==> src/rtl/codec_pwr_pkg.sv <==
package codec_pwr_pkg;
  typedef enum logic [1:0] {
    ST_DOWN = 2'd0,
    ST_UP   = 2'd1,
    ST_LOSS = 2'd2
  } pwr_state_e;
endpackage

==> src/rtl/instr_decode.sv <==
module instr_decode #(
  parameter int unsigned BYTE_W    = 8,
  parameter int unsigned P_BIT     = 2,
  parameter int unsigned GUARD_BIT = 1
) (
  input  logic [BYTE_W-1:0] instr_i,
  input  logic              valid_i,
  input  logic              single_i,
  output logic              up_cmd_o,
  output logic              dn_cmd_o
);
  logic qualifies;

  // single-byte power command needs guard bit clear
  assign qualifies = valid_i && !(single_i && instr_i[GUARD_BIT]);
  assign up_cmd_o  = qualifies && !instr_i[P_BIT];
  assign dn_cmd_o  = qualifies &&  instr_i[P_BIT];

  always_comb begin
    a_excl_r2: assert (!(up_cmd_o && dn_cmd_o));
    a_guard_r3: assert (!(single_i && instr_i[GUARD_BIT]) || !(up_cmd_o || dn_cmd_o));
  end
endmodule

==> src/rtl/mclk_monitor.sv <==
module mclk_monitor #(
  parameter int unsigned SYNC_STAGES = 2,
  parameter int unsigned LOSS_CYCLES = 64
) (
  input  logic clk_i,
  input  logic rst_ni,
  input  logic mclk_i,
  output logic absent_o
);
  localparam int unsigned CNT_W = $clog2(LOSS_CYCLES + 1);
  localparam logic [CNT_W-1:0] LIMIT = CNT_W'(LOSS_CYCLES);

  logic [SYNC_STAGES:0] sync_q;
  logic [CNT_W-1:0]     idle_cnt_q;
  logic                 edge_seen;

  generate
    for (genvar i = 0; i <= SYNC_STAGES; i++) begin : g_sync
      if (i == 0) begin : g_first
        always_ff @(posedge clk_i or negedge rst_ni)
          if (!rst_ni) sync_q[0] <= 1'b0;
          else         sync_q[0] <= mclk_i;
      end else begin : g_next
        always_ff @(posedge clk_i or negedge rst_ni)
          if (!rst_ni) sync_q[i] <= 1'b0;
          else         sync_q[i] <= sync_q[i-1];
      end
    end
  endgenerate

  assign edge_seen = sync_q[SYNC_STAGES] ^ sync_q[SYNC_STAGES-1];

  always_ff @(posedge clk_i or negedge rst_ni) begin
    if (!rst_ni)               idle_cnt_q <= '0;
    else if (edge_seen)        idle_cnt_q <= '0;
    else if (idle_cnt_q != LIMIT) idle_cnt_q <= idle_cnt_q + 1'b1;
  end

  assign absent_o = (idle_cnt_q == LIMIT);

  p_edge_clears_r7: assert property (@(posedge clk_i) disable iff (!rst_ni)
    edge_seen |=> !absent_o);
  p_cnt_bound_r7: assert property (@(posedge clk_i) disable iff (!rst_ni)
    idle_cnt_q <= LIMIT);
endmodule

==> src/rtl/fs_gate.sv <==
module fs_gate #(
  parameter int unsigned FS_WAIT = 2
) (
  input  logic clk_i,
  input  logic rst_ni,
  input  logic pwr_up_i,
  input  logic fs_i,
  output logic open_o
);
  localparam int unsigned CNT_W = $clog2(FS_WAIT + 1);
  localparam logic [CNT_W-1:0] DONE = CNT_W'(FS_WAIT);

  logic             fs_q;
  logic [CNT_W-1:0] fs_cnt_q;
  logic             fs_rise;

  assign fs_rise = fs_i && !fs_q;

  always_ff @(posedge clk_i or negedge rst_ni) begin
    if (!rst_ni) begin
      fs_q     <= 1'b0;
      fs_cnt_q <= '0;
    end else begin
      fs_q <= fs_i;
      if (!pwr_up_i)                        fs_cnt_q <= '0;
      else if (fs_rise && fs_cnt_q != DONE) fs_cnt_q <= fs_cnt_q + 1'b1;
    end
  end

  assign open_o = pwr_up_i && (fs_cnt_q == DONE);

  p_cnt_bound_r4: assert property (@(posedge clk_i) disable iff (!rst_ni)
    fs_cnt_q <= DONE);
  p_down_clears_r9: assert property (@(posedge clk_i) disable iff (!rst_ni)
    !pwr_up_i |=> fs_cnt_q == '0);
  p_hold_no_fs_r4: assert property (@(posedge clk_i) disable iff (!rst_ni)
    (pwr_up_i && !fs_rise) |=> $stable(fs_cnt_q));
endmodule

==> src/rtl/codec_pwr_ctrl.sv <==
module codec_pwr_ctrl
  import codec_pwr_pkg::*;
#(
  parameter int unsigned BYTE_W      = 8,
  parameter int unsigned P_BIT       = 2,
  parameter int unsigned GUARD_BIT   = 1,
  parameter int unsigned SYNC_STAGES = 2,
  parameter int unsigned LOSS_CYCLES = 64,
  parameter int unsigned FS_WAIT     = 2
) (
  input  logic              clk_i,
  input  logic              rst_ni,
  input  logic              mclk_i,
  input  logic              fs_i,
  input  logic              bslot_i,
  input  logic [BYTE_W-1:0] instr_i,
  input  logic              instr_valid_i,
  input  logic              single_byte_i,
  output logic              pwr_up_o,
  output logic              tx_oe_o,
  output logic              aux_oe_o,
  output logic              clk_loss_o
);
  pwr_state_e state_q, state_d;
  logic up_cmd, dn_cmd, mclk_absent, gate_open;

  instr_decode #(.BYTE_W(BYTE_W), .P_BIT(P_BIT), .GUARD_BIT(GUARD_BIT)) u_dec (
    .instr_i (instr_i),
    .valid_i (instr_valid_i),
    .single_i(single_byte_i),
    .up_cmd_o(up_cmd),
    .dn_cmd_o(dn_cmd)
  );

  mclk_monitor #(.SYNC_STAGES(SYNC_STAGES), .LOSS_CYCLES(LOSS_CYCLES)) u_mon (
    .clk_i   (clk_i),
    .rst_ni  (rst_ni),
    .mclk_i  (mclk_i),
    .absent_o(mclk_absent)
  );

  always_comb begin
    state_d = state_q;
    if (mclk_absent) state_d = ST_LOSS;  // loss overrides any command
    else begin
      unique case (state_q)
        ST_DOWN: if (up_cmd) state_d = ST_UP;
        ST_UP:   if (dn_cmd) state_d = ST_DOWN;
        ST_LOSS: if (up_cmd) state_d = ST_UP;
        default: state_d = ST_DOWN;
      endcase
    end
  end

  always_ff @(posedge clk_i or negedge rst_ni)
    if (!rst_ni) state_q <= ST_DOWN;
    else         state_q <= state_d;

  assign pwr_up_o   = (state_q == ST_UP);
  assign clk_loss_o = (state_q == ST_LOSS);

  fs_gate #(.FS_WAIT(FS_WAIT)) u_gate (
    .clk_i   (clk_i),
    .rst_ni  (rst_ni),
    .pwr_up_i(pwr_up_o),
    .fs_i    (fs_i),
    .open_o  (gate_open)
  );

  assign tx_oe_o  = gate_open && bslot_i;
  assign aux_oe_o = pwr_up_o;

  p_loss_hiz_r7: assert property (@(posedge clk_i) disable iff (!rst_ni)
    clk_loss_o |-> (!tx_oe_o && !aux_oe_o && !pwr_up_o));
  p_absent_loss_r7: assert property (@(posedge clk_i) disable iff (!rst_ni)
    mclk_absent |=> clk_loss_o);
  p_loss_needs_up_r8: assert property (@(posedge clk_i) disable iff (!rst_ni)
    (clk_loss_o && !up_cmd) |=> !pwr_up_o);
  p_down_cmd_r2: assert property (@(posedge clk_i) disable iff (!rst_ni)
    (pwr_up_o && dn_cmd) |=> !pwr_up_o);
  p_up_gated_r4: assert property (@(posedge clk_i) disable iff (!rst_ni)
    $rose(pwr_up_o) |-> !tx_oe_o);
  p_tx_needs_pwr_r5: assert property (@(posedge clk_i) disable iff (!rst_ni)
    tx_oe_o |-> (pwr_up_o && bslot_i));
endmodule

==> config.mk <==
export PLATFORM = sky130hd
export DESIGN_NAME = codec_pwr_ctrl
export DESIGN_NICKNAME = d
export VERILOG_FILES = /design/src/rtl/codec_pwr_pkg.sv /design/src/rtl/instr_decode.sv /design/src/rtl/mclk_monitor.sv /design/src/rtl/fs_gate.sv /design/src/rtl/codec_pwr_ctrl.sv
export SDC_FILE = /design/constraint.sdc
export NUM_CORES = 1
export LEC_CHECK = 0
export ABC_CLOCK_PERIOD_IN_PS = 4200
export CAP_MARGIN = 20
export CORE_MARGIN = 4
export CORE_UTILIZATION = 25
export DETAILED_ROUTE_END_ITERATION = 10
export GPL_ROUTABILITY_DRIVEN = 1
export PLACE_DENSITY_LB_ADDON = 0.15
export SYNTH_ARGS = -nofsm -noshare
export SYNTH_HDL_FRONTEND = slang
export SYNTH_HIERARCHICAL = 1
export SYNTH_SLANG_ARGS = --single-unit
==> constraint.sdc <==
create_clock -name clk_i -period 4.2 [get_ports clk_i]
set_input_delay 0.63 -clock clk_i [delete_from_list [all_inputs] [get_ports clk_i]]
set_output_delay 0.63 -clock clk_i [all_outputs]
set_load 0.05 [all_outputs]
# Word level (Yosys, flattened, before mapping)
# Cells that the tools add are included.
[word_totals]
register_bits = 15
word_cells = 42
inputBits = 15
[classes]
muxes = 8
reduce_logical = 15
bitwise = 1
addsub = 2
n_eq_ne = 9
[ops]
columns = ["op", "count"]
rows = [
  ["7-bit two-way mux", 2],
  ["2-bit two-way mux", 5],
  ["1-bit logical AND", 8],
  ["7-bit by 1-bit adder with 7-bit output, second input constant", 1],
  ["7-bit equality test, second input constant", 1],
  ["7-bit != test, second input constant", 1],
  ["2-bit equality test, second input constant", 2],
  ["2-bit != test, second input constant", 2],
  ["2-bit case mux with 2 select lines", 1],
  ["1-bit zero test", 3],
  ["3-bit by 1-bit != test with 1-bit output, second input constant", 1],
  ["3-bit != test, second input constant", 1],
  ["2-bit by 1-bit adder with 2-bit output, second input constant", 1],
  ["2-bit by 1-bit equality test with 1-bit output, second input constant", 1],
  ["2-bit zero test", 1],
  ["2-bit AND reduction", 1],
  ["2-bit nonzero test", 1],
  ["2-bit OR reduction", 1],
  ["1-bit XOR", 1],
]

# Longest topological paths before layout
# Gate-level depths: netlist of run 1.
[depth]
ltp_word = 7
ltp_mapped = 6
ltp_nobuf = 6

# By module
# The synthesis of run 1 kept the hierarchy.
[modules_own_cells]
columns = ["module", "area_each_um2", "cells_per_inst", "n_inst"]
rows = [
  ["mclk_monitor", 478.0, 45, 1],
  ["fs_gate", 157.7, 13, 1],
  ["codec_pwr_ctrl", 106.4, 10, 1],
  ["instr_decode", 25.0, 4, 1],
]

# Least setup slack after synthesis of run 1
# Ideal clock, no wire load.
[synth_timing]
path_type = "reg2out"
from = "reg state_q[0]"
to = "out tx_oe_o"
path_buffers = 0
stages_incl_launch_ff = 4
setup_slack_ns = 1.621
required_ns = 3.570
t_arrival_ns = 1.949
path_cell_list = "dfrtp_1 > nor2b_1 > and2_2 > and2_1"
[synth_between]
elab_chain_len = 3
[synth_lines]
columns = ["item", "line_no", "rtl"]
rows = [
  ["start: declaration", "codec_pwr_ctrl.sv:24", "pwr_state_e state_q, state_d;"],
  ["start signal: assignment", "codec_pwr_ctrl.sv:57", "else state_q <= state_d;"],
  ["2-bit by 1-bit equality test with 1-bit output", "codec_pwr_ctrl.sv:59", "assign pwr_up_o = (state_q == ST_UP);"],
  ["net aux_oe_o", "codec_pwr_ctrl.sv:21", "output logic aux_oe_o,"],
  ["1-bit logical AND", "fs_gate.sv:30", "assign open_o = pwr_up_i && (fs_cnt_q == DONE);"],
  ["net gate_open", "codec_pwr_ctrl.sv:25", "logic up_cmd, dn_cmd, mclk_absent, gate_open;"],
  ["1-bit logical AND", "codec_pwr_ctrl.sv:70", "assign tx_oe_o = gate_open && bslot_i;"],
  ["end: declaration", "codec_pwr_ctrl.sv:20", "output logic tx_oe_o,"],
]
# The timed path passes the listed nets, and every way through them passes these cells.

# Worst setup path after layout of run 1
[layout_timing]
from = "reg state_q[0]"
to = "out tx_oe_o"
[layout_between]
elab_chain_len = 3
[layout_lines]
columns = ["item", "line_no"]
rows = [
  ["2-bit by 1-bit equality test with 1-bit output", "codec_pwr_ctrl.sv:59"],
  ["1-bit logical AND", "fs_gate.sv:30"],
  ["net gate_open", "codec_pwr_ctrl.sv:25"],
  ["1-bit logical AND", "codec_pwr_ctrl.sv:70"],
]
# The timed path passes the listed nets, and every way through them passes these cells.

==> qor.tcl, run 1 <==
set qor(synth_seq_cells) 15
set qor(final_critical_path_setup_slack_ps) 1390
set qor(syn-num-nets) 90
set qor(utilization_pct) 33.1
set qor(worstSkewPairLatency_ps) 280
set qor(post-route-cell-area_um2) 945
set qor(cts_root_buf) {sky130_fd_sc_hd__clkbuf_4}
set qor(preCtsSetupSlack_ps) 1570
set qor(area_growth_syn_to_layout_pct) 23.2
set qor(grt_pass1_wl_um) 2540
set qor(r2r_end) {state_q[0]}
set qor(cts-root-to-sink-buffers) 2
set qor(grt_start_max_net_pins) 16
set qor(internal-power_uw) 227
set qor(num_vias) 543
set qor(die-width_um) 63.4
set qor(ff_latch_area_um2) 375
set qor(tritoncts) {done}
set qor(crit_type) {register to output port}
set qor(critPathCapture) {tx_oe_o}
set qor(powerDensity_nw_per_um2) 348
set qor(rsz_0062_raised_after_global_routing) {false}
set qor(post-cts-setup-buffer-count) 0
set qor(status) {finished, final reports clean}
set qor(synth.cell_area_um2) 767
set qor(dieHeight_um) 63.4
set qor(num_io_pins) 19
set qor(ant_nets) 0
set qor(gp_weighted_congestion) 0.653
set qor(drt-vias-per-instance) 4.60
set qor(net-switching-power_uw) 102
set qor(finalHoldViolCount) 0
set qor(fin_tns_setup_ps) 0
set qor(rr_worst_depth) 6
set qor(hold_class) {register to register}
set qor(worst_setup_path_start_kind) {register}
set qor(worst-r2r-setup-slack_ps) 2520
set qor(power.clock.fraction_pct) 24.6
set qor(cp.required_ps) 3570
set qor(num_rows) 19
set qor(share_comb_of_total_power_pct) 24.5
set qor(layout-drive-gt1-share_pct) 12.6
set qor(slew_violations) 0
set qor(synth_cell_type_count) 30
set qor(synth.yosys.seq_area_share_pct) 48.9
set qor(design.final.nets) 106
set qor(grt_overflow_total) 0
set qor(antenna_found_initial) 0
set qor(multi_input_comb_area_um2) 365
set qor(synth-warning-count) 6
set qor(dp_hpwl_um) 1070
set qor(design.die.area_um2) 4020
set qor(worst_setup_path_end_kind) {output port}
set qor(filler_cell_count) 297
set qor(groute.usage.overall_pct) 7.86
set qor(max-vdd-ir-drop_uv) 144
set qor(post_syn_instances) 72
set qor(final_worst_path_period_need_ps) 2810
set qor(leakagePower_uw) 0.000394
set qor(cp.arrival_ps) 2180
set qor(grt_pass1_vias) 579
set qor(detail_route.drc_violations) 0
set qor(worst-slew-pin-transition_ps) 669
set qor(total_power_uw) 329
set qor(swShare_pct) 31.0
set qor(antenna_cells_inserted) 0
set qor(cts_sinks) 15
set qor(achievable-frequency_mhz) 356
set qor(max_cap_viol_count) 0
set qor(final_min_period_over_clock_period_pct) 66.8
set qor(clk_pin_slew_ps) 90
set qor(cts.htree.levels) 1
set qor(per_instance_average_area_after_synthesis_um2) 10.7
set qor(cts_resized) 0
set qor(timing.clock.skew_ps) 9.26
set qor(initialDrtViolationCount) 3
set qor(placed_cell_area_um2) 918
set qor(setup_violations) 0
set qor(slew-limit-headroom_pct) 55.3
set qor(core_area_um2) 2850
set qor(start_util_pct) 26.9
set qor(drt-wirelength-per-cell_um) 11.4
set qor(seq_power_share_pct) 50.9
set qor(cts-hold-fix-buffers) 0
set qor(totalWireLength_um) 1350
set qor(rr_startpoint) {u_mon/idle_cnt_q[0]}
set qor(cts-buffers-inserted) 3
set qor(drtPass1Iterations) 3
set qor(placement.io_buffers) 12
set qor(cp-startpoint) {state_q[0]}
set qor(maximum_net_fanout_on_the_critical_path) 7
[placed cells by master (no fill, tap or decap), drive strengths merged]
cell type and instances:
nand3b 2, xnor2 1, dfrtp 15, xor2 3
o21ai 4, nand2b 2, nor3 2, mux2i 2
nor2 3, clkdlybuf4s50 12, a21oi 5, or4 1
nand2 6, ha 3, nor4 1, or3 2
nand3 4, or4b 1, a21o 1, o31ai 1
clkbuf 4, and2 3, nor2b 2, nor3b 1
a211oi 1, inv 5
[per-layer routing]
layer / global-route usage [%] / share of wire [%] / vias to the layer above
met3: 1.78 / 3.1 / 2
met2: 12.1 / 46 / 7
li1: - / - / 278
met5: 0 / 0 / -
met4: 4.04 / 0.97 / 0
met1: 10.2 / 50 / 256
[cell families (layout without fill, tap and decap cells)]
group	after synthesis	after routing	synth area share, %
simple gates	30	30	25.4
flops	15	15	48.9
compound gates	12	12	10.1
buf+inv	6	21	3.43
xor+xnor	4	4	4.57
fa+ha+maj	3	3	4.89
mux	2	2	2.61
[Yosys cell counts]
cell type	n	area [um2]
sky130_fd_sc_hd__and2_1	2	12.5
sky130_fd_sc_hd__nor3_1	1	5.00
sky130_fd_sc_hd__nand2_1	6	22.5
sky130_fd_sc_hd__ha_1	3	37.5
sky130_fd_sc_hd__dfrtp_1	15	375
sky130_fd_sc_hd__nor3_2	1	10.0
sky130_fd_sc_hd__xnor2_1	1	8.76
sky130_fd_sc_hd__or4_4	1	11.3
sky130_fd_sc_hd__nand2b_1	2	12.5
sky130_fd_sc_hd__or3_1	2	12.5
sky130_fd_sc_hd__mux2i_1	2	20.0
sky130_fd_sc_hd__nor2_1	2	7.51
sky130_fd_sc_hd__a21o_2	1	8.76
sky130_fd_sc_hd__and2_2	1	7.51
sky130_fd_sc_hd__nand3_1	4	20.0
sky130_fd_sc_hd__nor3b_4	1	18.8
sky130_fd_sc_hd__o21ai_0	2	10.0
sky130_fd_sc_hd__o21ai_2	1	8.76
sky130_fd_sc_hd__nor4_1	1	6.26
sky130_fd_sc_hd__nor2_4	1	11.3
sky130_fd_sc_hd__nand3b_1	2	15.0
sky130_fd_sc_hd__xor2_1	3	26.3
sky130_fd_sc_hd__inv_1	5	18.8
sky130_fd_sc_hd__a21oi_1	5	25.0
sky130_fd_sc_hd__buf_4	1	7.51
sky130_fd_sc_hd__a211oi_2	1	12.5
sky130_fd_sc_hd__nor2b_1	2	12.5
sky130_fd_sc_hd__or4b_1	1	10.0
sky130_fd_sc_hd__o21ai_1	1	5.00
sky130_fd_sc_hd__o31ai_1	1	7.51
[critical path, stage by stage, from the launching register on]
cell and delay, ps:
sky130_fd_sc_hd__dfrtp_1 390, sky130_fd_sc_hd__nor2b_1 400, sky130_fd_sc_hd__and2_2 210, sky130_fd_sc_hd__and2_1 120, sky130_fd_sc_hd__clkdlybuf4s50_1 800
[stage by stage]
stage	hold slack [ps]	cells
floorplan	331	72
global placement	339	114
detailed placement	340	114
CTS	362	118
global route	367	118
finish	358	118
[final cells by class]
class / instances / area share (%)
inverters: 5 / 1.99
flip-flops and latches: 15 / 39.7
multi-input cells: 51 / 38.7
well taps: 31 / 4.11
repair buffers: 12 / 12.7
clock buffers: 4 / 2.78
[how the worst min path moves through the flow]
stage / start / to / slack, ps / cells after the start
global route: u_mon/sync_q[0] / u_mon/sync_q[1] / 370 / 0
finish: u_mon/sync_q[0] / u_mon/sync_q[1] / 360 / 0
CTS: u_mon/sync_q[0] / u_mon/sync_q[1] / 360 / 0
floorplan: rst_ni / state_q[0] / 330 / 0
detailed placement: u_mon/sync_q[0] / u_mon/sync_q[1] / 340 / 0
global placement: u_mon/sync_q[0] / u_mon/sync_q[1] / 340 / 0
[registers in the layout (all words and copies together), names as in the netlist]
| name | count |
|---|---|
| u_gate/fs_cnt_q | 2 |
| state_q | 2 |
| u_gate/fs_q | 1 |
| u_mon/sync_q | 3 |
| u_mon/idle_cnt_q | 7 |
[power by group through the flow]
| stage | sequential, uW | combinational (uW) | clock (uW) |
|---|---|---|---|
| 2_1_floorplan | 167 | 57.9 | 0 |
| 3_3_place_gp | 170 | 80.2 | 0 |
| 3_5_place_dp | 170 | 81.6 | 0 |
| 4_1_cts | 167 | 82.1 | 86.7 |
| 5_1_grt | 170 | 90.4 | 92.1 |
| 6_report | 167 | 80.5 | 80.9 |
No activity file was read; power rests on OpenSTA's default activity.
==> run 2: changes to the inputs <==
- ABC_CLOCK_PERIOD_IN_PS: 4200 -> 2900
- clock period: 4.2 -> 2.9 ns (I/O delays scaled with it)
==> run 2 against run 1 <==
First-iteration DRC count up 100%; worst hold slack about the same; clock power up 51%; register-to-register slack worse by 1200 ps; setup slack worse by 930 ps; via count down 0.92%; sequential cell count unchanged; critical path depth up 1; clock skew down 1.5 ps; sequential share of layout area down 0.37 points; critical path type unchanged.
==> qor.tcl, run 2 (synthesis gave the netlist of run 1 again) <==
set qor(status) {finished, final reports clean}
set qor(worstSkewPairLatency_ps) 280
set qor(final_min_period_over_clock_period_pct) 84.1
set qor(drtPass1Iterations) 3
set qor(area_growth_syn_to_layout_pct) 24.3
set qor(multi_input_comb_area_um2) 365
set qor(hold_class) {register to register}
set qor(final_common_cell) {sky130_fd_sc_hd__dfrtp_1}
set qor(worst_setup_path_end_kind) {output port}
set qor(grt_pass1_vias) 525
set qor(grt_start_max_net_pins) 16
set qor(worst-slew-pin-transition_ps) 675
set qor(gp_weighted_congestion) 0.655
set qor(cts_root_buf) {sky130_fd_sc_hd__clkbuf_4}
set qor(utilization_pct) 33.4
set qor(placed_cell_area_um2) 926
set qor(num_io_pins) 19
set qor(slew_violations) 0
set qor(drt-wirelength-per-cell_um) 10.9
set qor(finalHoldViolCount) 0
set qor(powerDensity_nw_per_um2) 507
set qor(initialDrtViolationCount) 6
set qor(layout-drive-gt1-share_pct) 14.8
set qor(tritoncts) {done}
set qor(worst_setup_path_start_kind) {register}
set qor(start_util_pct) 26.9
set qor(num_rows) 19
set qor(placement.io_buffers) 12
set qor(grt_overflow_total) 0
set qor(antenna_cells_inserted) 0
set qor(maximum_net_fanout_on_the_critical_path) 3
set qor(ff_latch_area_um2) 375
set qor(cts.htree.levels) 1
set qor(largest-register) {u_mon/idle_cnt_q}
set qor(die-width_um) 63.4
set qor(detail_route.drc_violations) 0
set qor(final_critical_path_setup_slack_ps) 461
set qor(largest_register_ff_count) 7
set qor(design.die.area_um2) 4020
set qor(max-vdd-ir-drop_uv) 175
set qor(post-route-cell-area_um2) 953
set qor(setup_violations) 0
set qor(fin_tns_setup_ps) 0
set qor(rsz_0062_raised_after_global_routing) {false}
set qor(cts_resized) 0
set qor(totalWireLength_um) 1300
set qor(drt-vias-per-instance) 4.52
set qor(timing.clock.skew_ps) 7.76
set qor(cp.required_ps) 2470
set qor(dp_hpwl_um) 1020
set qor(achievable-frequency_mhz) 410
set qor(design.final.nets) 107
set qor(post-cts-setup-buffer-count) 0
set qor(core_area_um2) 2850
set qor(leakagePower_uw) 0.000402
set qor(num_vias) 538
set qor(reg.largest.list) {u_mon/idle_cnt_q (7), u_mon/sync_q (3)}
set qor(worst_hold_path.num_cells) 0
set qor(filler_cell_count) 296
set qor(crit_type) {register to output port}
set qor(max_cap_viol_count) 0
set qor(preCtsSetupSlack_ps) 669
set qor(final_worst_path_period_need_ps) 2440
set qor(grt_pass1_wl_um) 2240
set qor(cp.arrival_ps) 2000
set qor(dieHeight_um) 63.4
set qor(ant_nets) 0
set qor(groute.usage.overall_pct) 7.07
set qor(layout.cells.most_common_list) {15 x sky130_fd_sc_hd__dfrtp_1, 12 x sky130_fd_sc_hd__clkdlybuf4s50_1, 6 x sky130_fd_sc_hd__nand2_1, 5 x sky130_fd_sc_hd__inv_1, 5 x sky130_fd_sc_hd__a21oi_1}
set qor(cts-hold-fix-buffers) 0
set qor(slew-limit-headroom_pct) 54.9
set qor(antenna_found_initial) 0
set qor(rr_worst_depth) 6
set qor(clk_pin_slew_ps) 100
set qor(cts-buffers-inserted) 3
set qor(cts-root-to-sink-buffers) 2
set qor(cts_sinks) 15
-- run 2: cell count changes in the layout (fill, tap and decap cells not counted) --
cell	delta
sky130_fd_sc_hd__buf_4	+1
sky130_fd_sc_hd__clkbuf_1	-1
sky130_fd_sc_hd__clkinv_2	+1
-- run 2: metrics by stage --
stage	hold slack, ps	power, uW	instances
floorplan	139	326	72
CTS	362	492	119
global route	376	515	119
global placement	340	367	115
detailed placement	340	368	115
finish	358	483	119
-- run 2: per-layer routing --
| metal | track usage [%] | up-vias | wire length [um] |
|---|---|---|---|
| met5 | 0 | - | 0 |
| met4 | 4.04 | 0 | 19 |
| met3 | 1.78 | 2 | 49 |
| met2 | 11.2 | 7 | 637 |
| met1 | 8.65 | 250 | 593 |
| li1 | - | 279 | - |
-- run 2: final cells by class --
cell class,instances,area share (%)
Clock buffer,3,2.36
Clock inverter,1,0.525
Inverter,5,1.97
Multi-Input combinational cell,51,38.3
Sequential cell,15,39.4
Tap cell,31,4.07
Timing Repair Buffer,13,13.4
-- run 2: worst paths after layout --
kind,startpoint,end,slack (ps)
min reg2reg,u_mon/sync_q[0],u_mon/sync_q[1],360
max in group asynchronous,rst_ni,u_mon/sync_q[0],1910
min,u_mon/sync_q[0],u_mon/sync_q[1],360
max reg2reg,u_mon/idle_cnt_q[0],state_q[0],1280
min in group asynchronous,rst_ni,u_mon/idle_cnt_q[4],550
max,u_gate/fs_cnt_q[0],tx_oe_o,460
-- run 2: report_power, final --
| group | internal, uW | switching (uW) | total, uW | leakage (uW) |
|---|---|---|---|---|
| sequential | 225 | 16.6 | 241 | 0.000195 |
| combinational | 54.3 | 66.0 | 120 | 0.000188 |
| clock | 51.1 | 70.6 | 122 | 0.0000177 |
| total | 330 | 153 | 483 | 0.000402 |
-- run 2: critical path, cell delays in order, from the launching register on --
cell and delay (ps):
sky130_fd_sc_hd__dfrtp_1 400, sky130_fd_sc_hd__inv_1 60, sky130_fd_sc_hd__ha_1 200, sky130_fd_sc_hd__and2_2 150
sky130_fd_sc_hd__and2_1 110, sky130_fd_sc_hd__clkdlybuf4s50_1 800
==> run 3: changes to the inputs <==
- ABC_CLOCK_PERIOD_IN_PS: 2900 -> 2400
- clock period: 2.9 -> 2.4 ns (I/O delays scaled with it)
==> run 3 against run 2 <==
Clock power is 20% higher; sequential share of layout area is 0.16 points higher; non-clock buffer count stayed put; combinational power is 22% higher; critical path depth is 3 lower; register-to-register slack worse by 540 ps.
==> qor.tcl, run 3 (synthesis gave the netlist of run 1 again) <==
set qor(num_rows) 19
set qor(net-switching-power_uw) 184
set qor(final_worst_path_period_need_ps) 2080
set qor(status) {finished, final reports clean}
set qor(dieHeight_um) 63.4
set qor(antenna_cells_inserted) 0
set qor(num_io_pins) 19
set qor(final_common_cell) {sky130_fd_sc_hd__dfrtp_1}
set qor(worst_hold_path.num_cells) 0
set qor(powerDensity_nw_per_um2) 617
set qor(layout-drive-gt1-share_pct) 14.8
set qor(drtPass1Iterations) 4
set qor(share_comb_of_total_power_pct) 24.9
set qor(drt-wirelength-per-cell_um) 11.8
set qor(cp.required_ps) 2040
set qor(gp_weighted_congestion) 0.711
set qor(crit_type) {register to output port}
set qor(grt_start_max_net_pins) 16
set qor(rr_worst_depth) 6
set qor(cp.arrival_ps) 1720
set qor(design.final.nets) 107
set qor(design.die.area_um2) 4020
set qor(fin_worst_hold_slack_ps) 358
set qor(die-width_um) 63.4
set qor(max-vdd-ir-drop_uv) 167
set qor(setup_violations) 0
set qor(seq_power_share_pct) 49.9
set qor(grt_pass1_vias) 560
set qor(final_critical_path_setup_slack_ps) 321
set qor(worstSkewPairLatency_ps) 280
set qor(rr_startpoint) {u_mon/idle_cnt_q[0]}
set qor(achievable-frequency_mhz) 481
set qor(core_area_um2) 2850
set qor(rsz_0062_raised_after_global_routing) {false}
set qor(finalHoldViolCount) 0
set qor(ant_nets) 0
set qor(cts-root-to-sink-buffers) 2
set qor(grt_pass1_wl_um) 2490
set qor(worst-r2r-setup-slack_ps) 740
set qor(slew-limit-headroom_pct) 53.3
set qor(timing.clock.skew_ps) 2.44
set qor(cts.htree.levels) 1
set qor(totalWireLength_um) 1400
set qor(post-cts-setup-buffer-count) 0
set qor(holdPathEnd) {u_mon/sync_q[1]}
set qor(reg.largest.list) {u_mon/idle_cnt_q (7), u_mon/sync_q (3)}
set qor(cts-buffers-inserted) 3
set qor(min-delay-start) {u_mon/sync_q[0]}
set qor(cts_sinks) 15
set qor(layout.cells.most_common_list) {15 x sky130_fd_sc_hd__dfrtp_1, 11 x sky130_fd_sc_hd__clkdlybuf4s50_1, 6 x sky130_fd_sc_hd__nand2_1, 5 x sky130_fd_sc_hd__inv_1, 5 x sky130_fd_sc_hd__a21oi_1}
set qor(maximum_net_fanout_on_the_critical_path) 4
set qor(path_cells) {nor2b_1, clkdlybuf4s50_1}
set qor(largest-register) {u_mon/idle_cnt_q}
set qor(internal-power_uw) 401
set qor(max_cap_viol_count) 0
set qor(preCtsSetupSlack_ps) 608
set qor(worst_setup_path_start_kind) {register}
set qor(detail_route.drc_violations) 0
set qor(area_growth_syn_to_layout_pct) 23.8
set qor(slew_violations) 0
set qor(worst_setup_path_end_kind) {output port}
set qor(tritoncts) {done}
set qor(drt-vias-per-instance) 4.82
set qor(largest_register_ff_count) 7
set qor(cts-hold-fix-buffers) 0
set qor(final_min_period_over_clock_period_pct) 86.6
set qor(cts_root_buf) {sky130_fd_sc_hd__clkbuf_4}
set qor(dp_hpwl_um) 1040
set qor(power.clock.fraction_pct) 25.1
set qor(placement.io_buffers) 12
set qor(initialDrtViolationCount) 5
set qor(clk_pin_slew_ps) 90
set qor(leakagePower_uw) 0.000401
set qor(antenna_found_initial) 0
set qor(max_stage_delay_ps) 840
set qor(num_vias) 573
set qor(grt_overflow_total) 0
set qor(start_util_pct) 26.9
set qor(slowest_stage_cell_cp) {sky130_fd_sc_hd__clkdlybuf4s50_1}
set qor(cts_resized) 0
set qor(groute.usage.overall_pct) 7.89
set qor(worst-slew-pin-transition_ps) 698
set qor(hold_class) {register to register}
set qor(r2r_end) {state_q[0]}
set qor(fin_tns_setup_ps) 0
set qor(swShare_pct) 31.4
==> run 3: layout make-up <==
cell class	instances	area, um2
clock buffer	4	26.3
timing repair buffer	13	125
multi-input combinational	51	365
inverter	5	18.8
tap	31	38.8
sequential	15	375
fill	310	1900
==> run 3: worst max-delay path by stage <==
stage                    start       end  slack (ps)  cells after the start
floorplan           state_q[0]   tx_oe_o          90                      3
global placement    state_q[0]  aux_oe_o         620                      2
detailed placement  state_q[0]  aux_oe_o         610                      2
CTS                 state_q[0]  aux_oe_o         280                      2
global route        state_q[0]  aux_oe_o         150                      2
finish              state_q[0]  aux_oe_o         320                      2
==> run 3: critical path: cells and delay by family (launching register included) <==
kind                   cells  cell delay [ps]
DFF                        1              380
and+or+nand+nor            1              210
buffers and inverters      1              840
==> run 3: power groups by stage <==
stage | registers [uW] | logic [uW] | clock network [uW]
after floorplan | 292 | 101 | 0
after global placement | 297 | 147 | 0
after global routing | 297 | 162 | 170
after detailed placement | 297 | 149 | 0
after CTS | 292 | 149 | 157
final | 292 | 146 | 147
==> run 3: per-stage QoR <==
stage,total power (uW),utilization [%],area [um2],instances
after floorplan,393,-,767,72
after global placement,443,32.4,923,115
after detailed placement,446,32.4,923,115
after CTS,598,33.3,950,119
after global routing,628,33.3,950,119
final,585,33.3,950,119
==> run 3: routing by layer <==
metal / GRT usage (%) / share of wire [%]
met5: 0 / 0
met2: 11.1 / 47
met1: 10.5 / 48
met4: 4.85 / 0.93
met3: 2.31 / 4.0
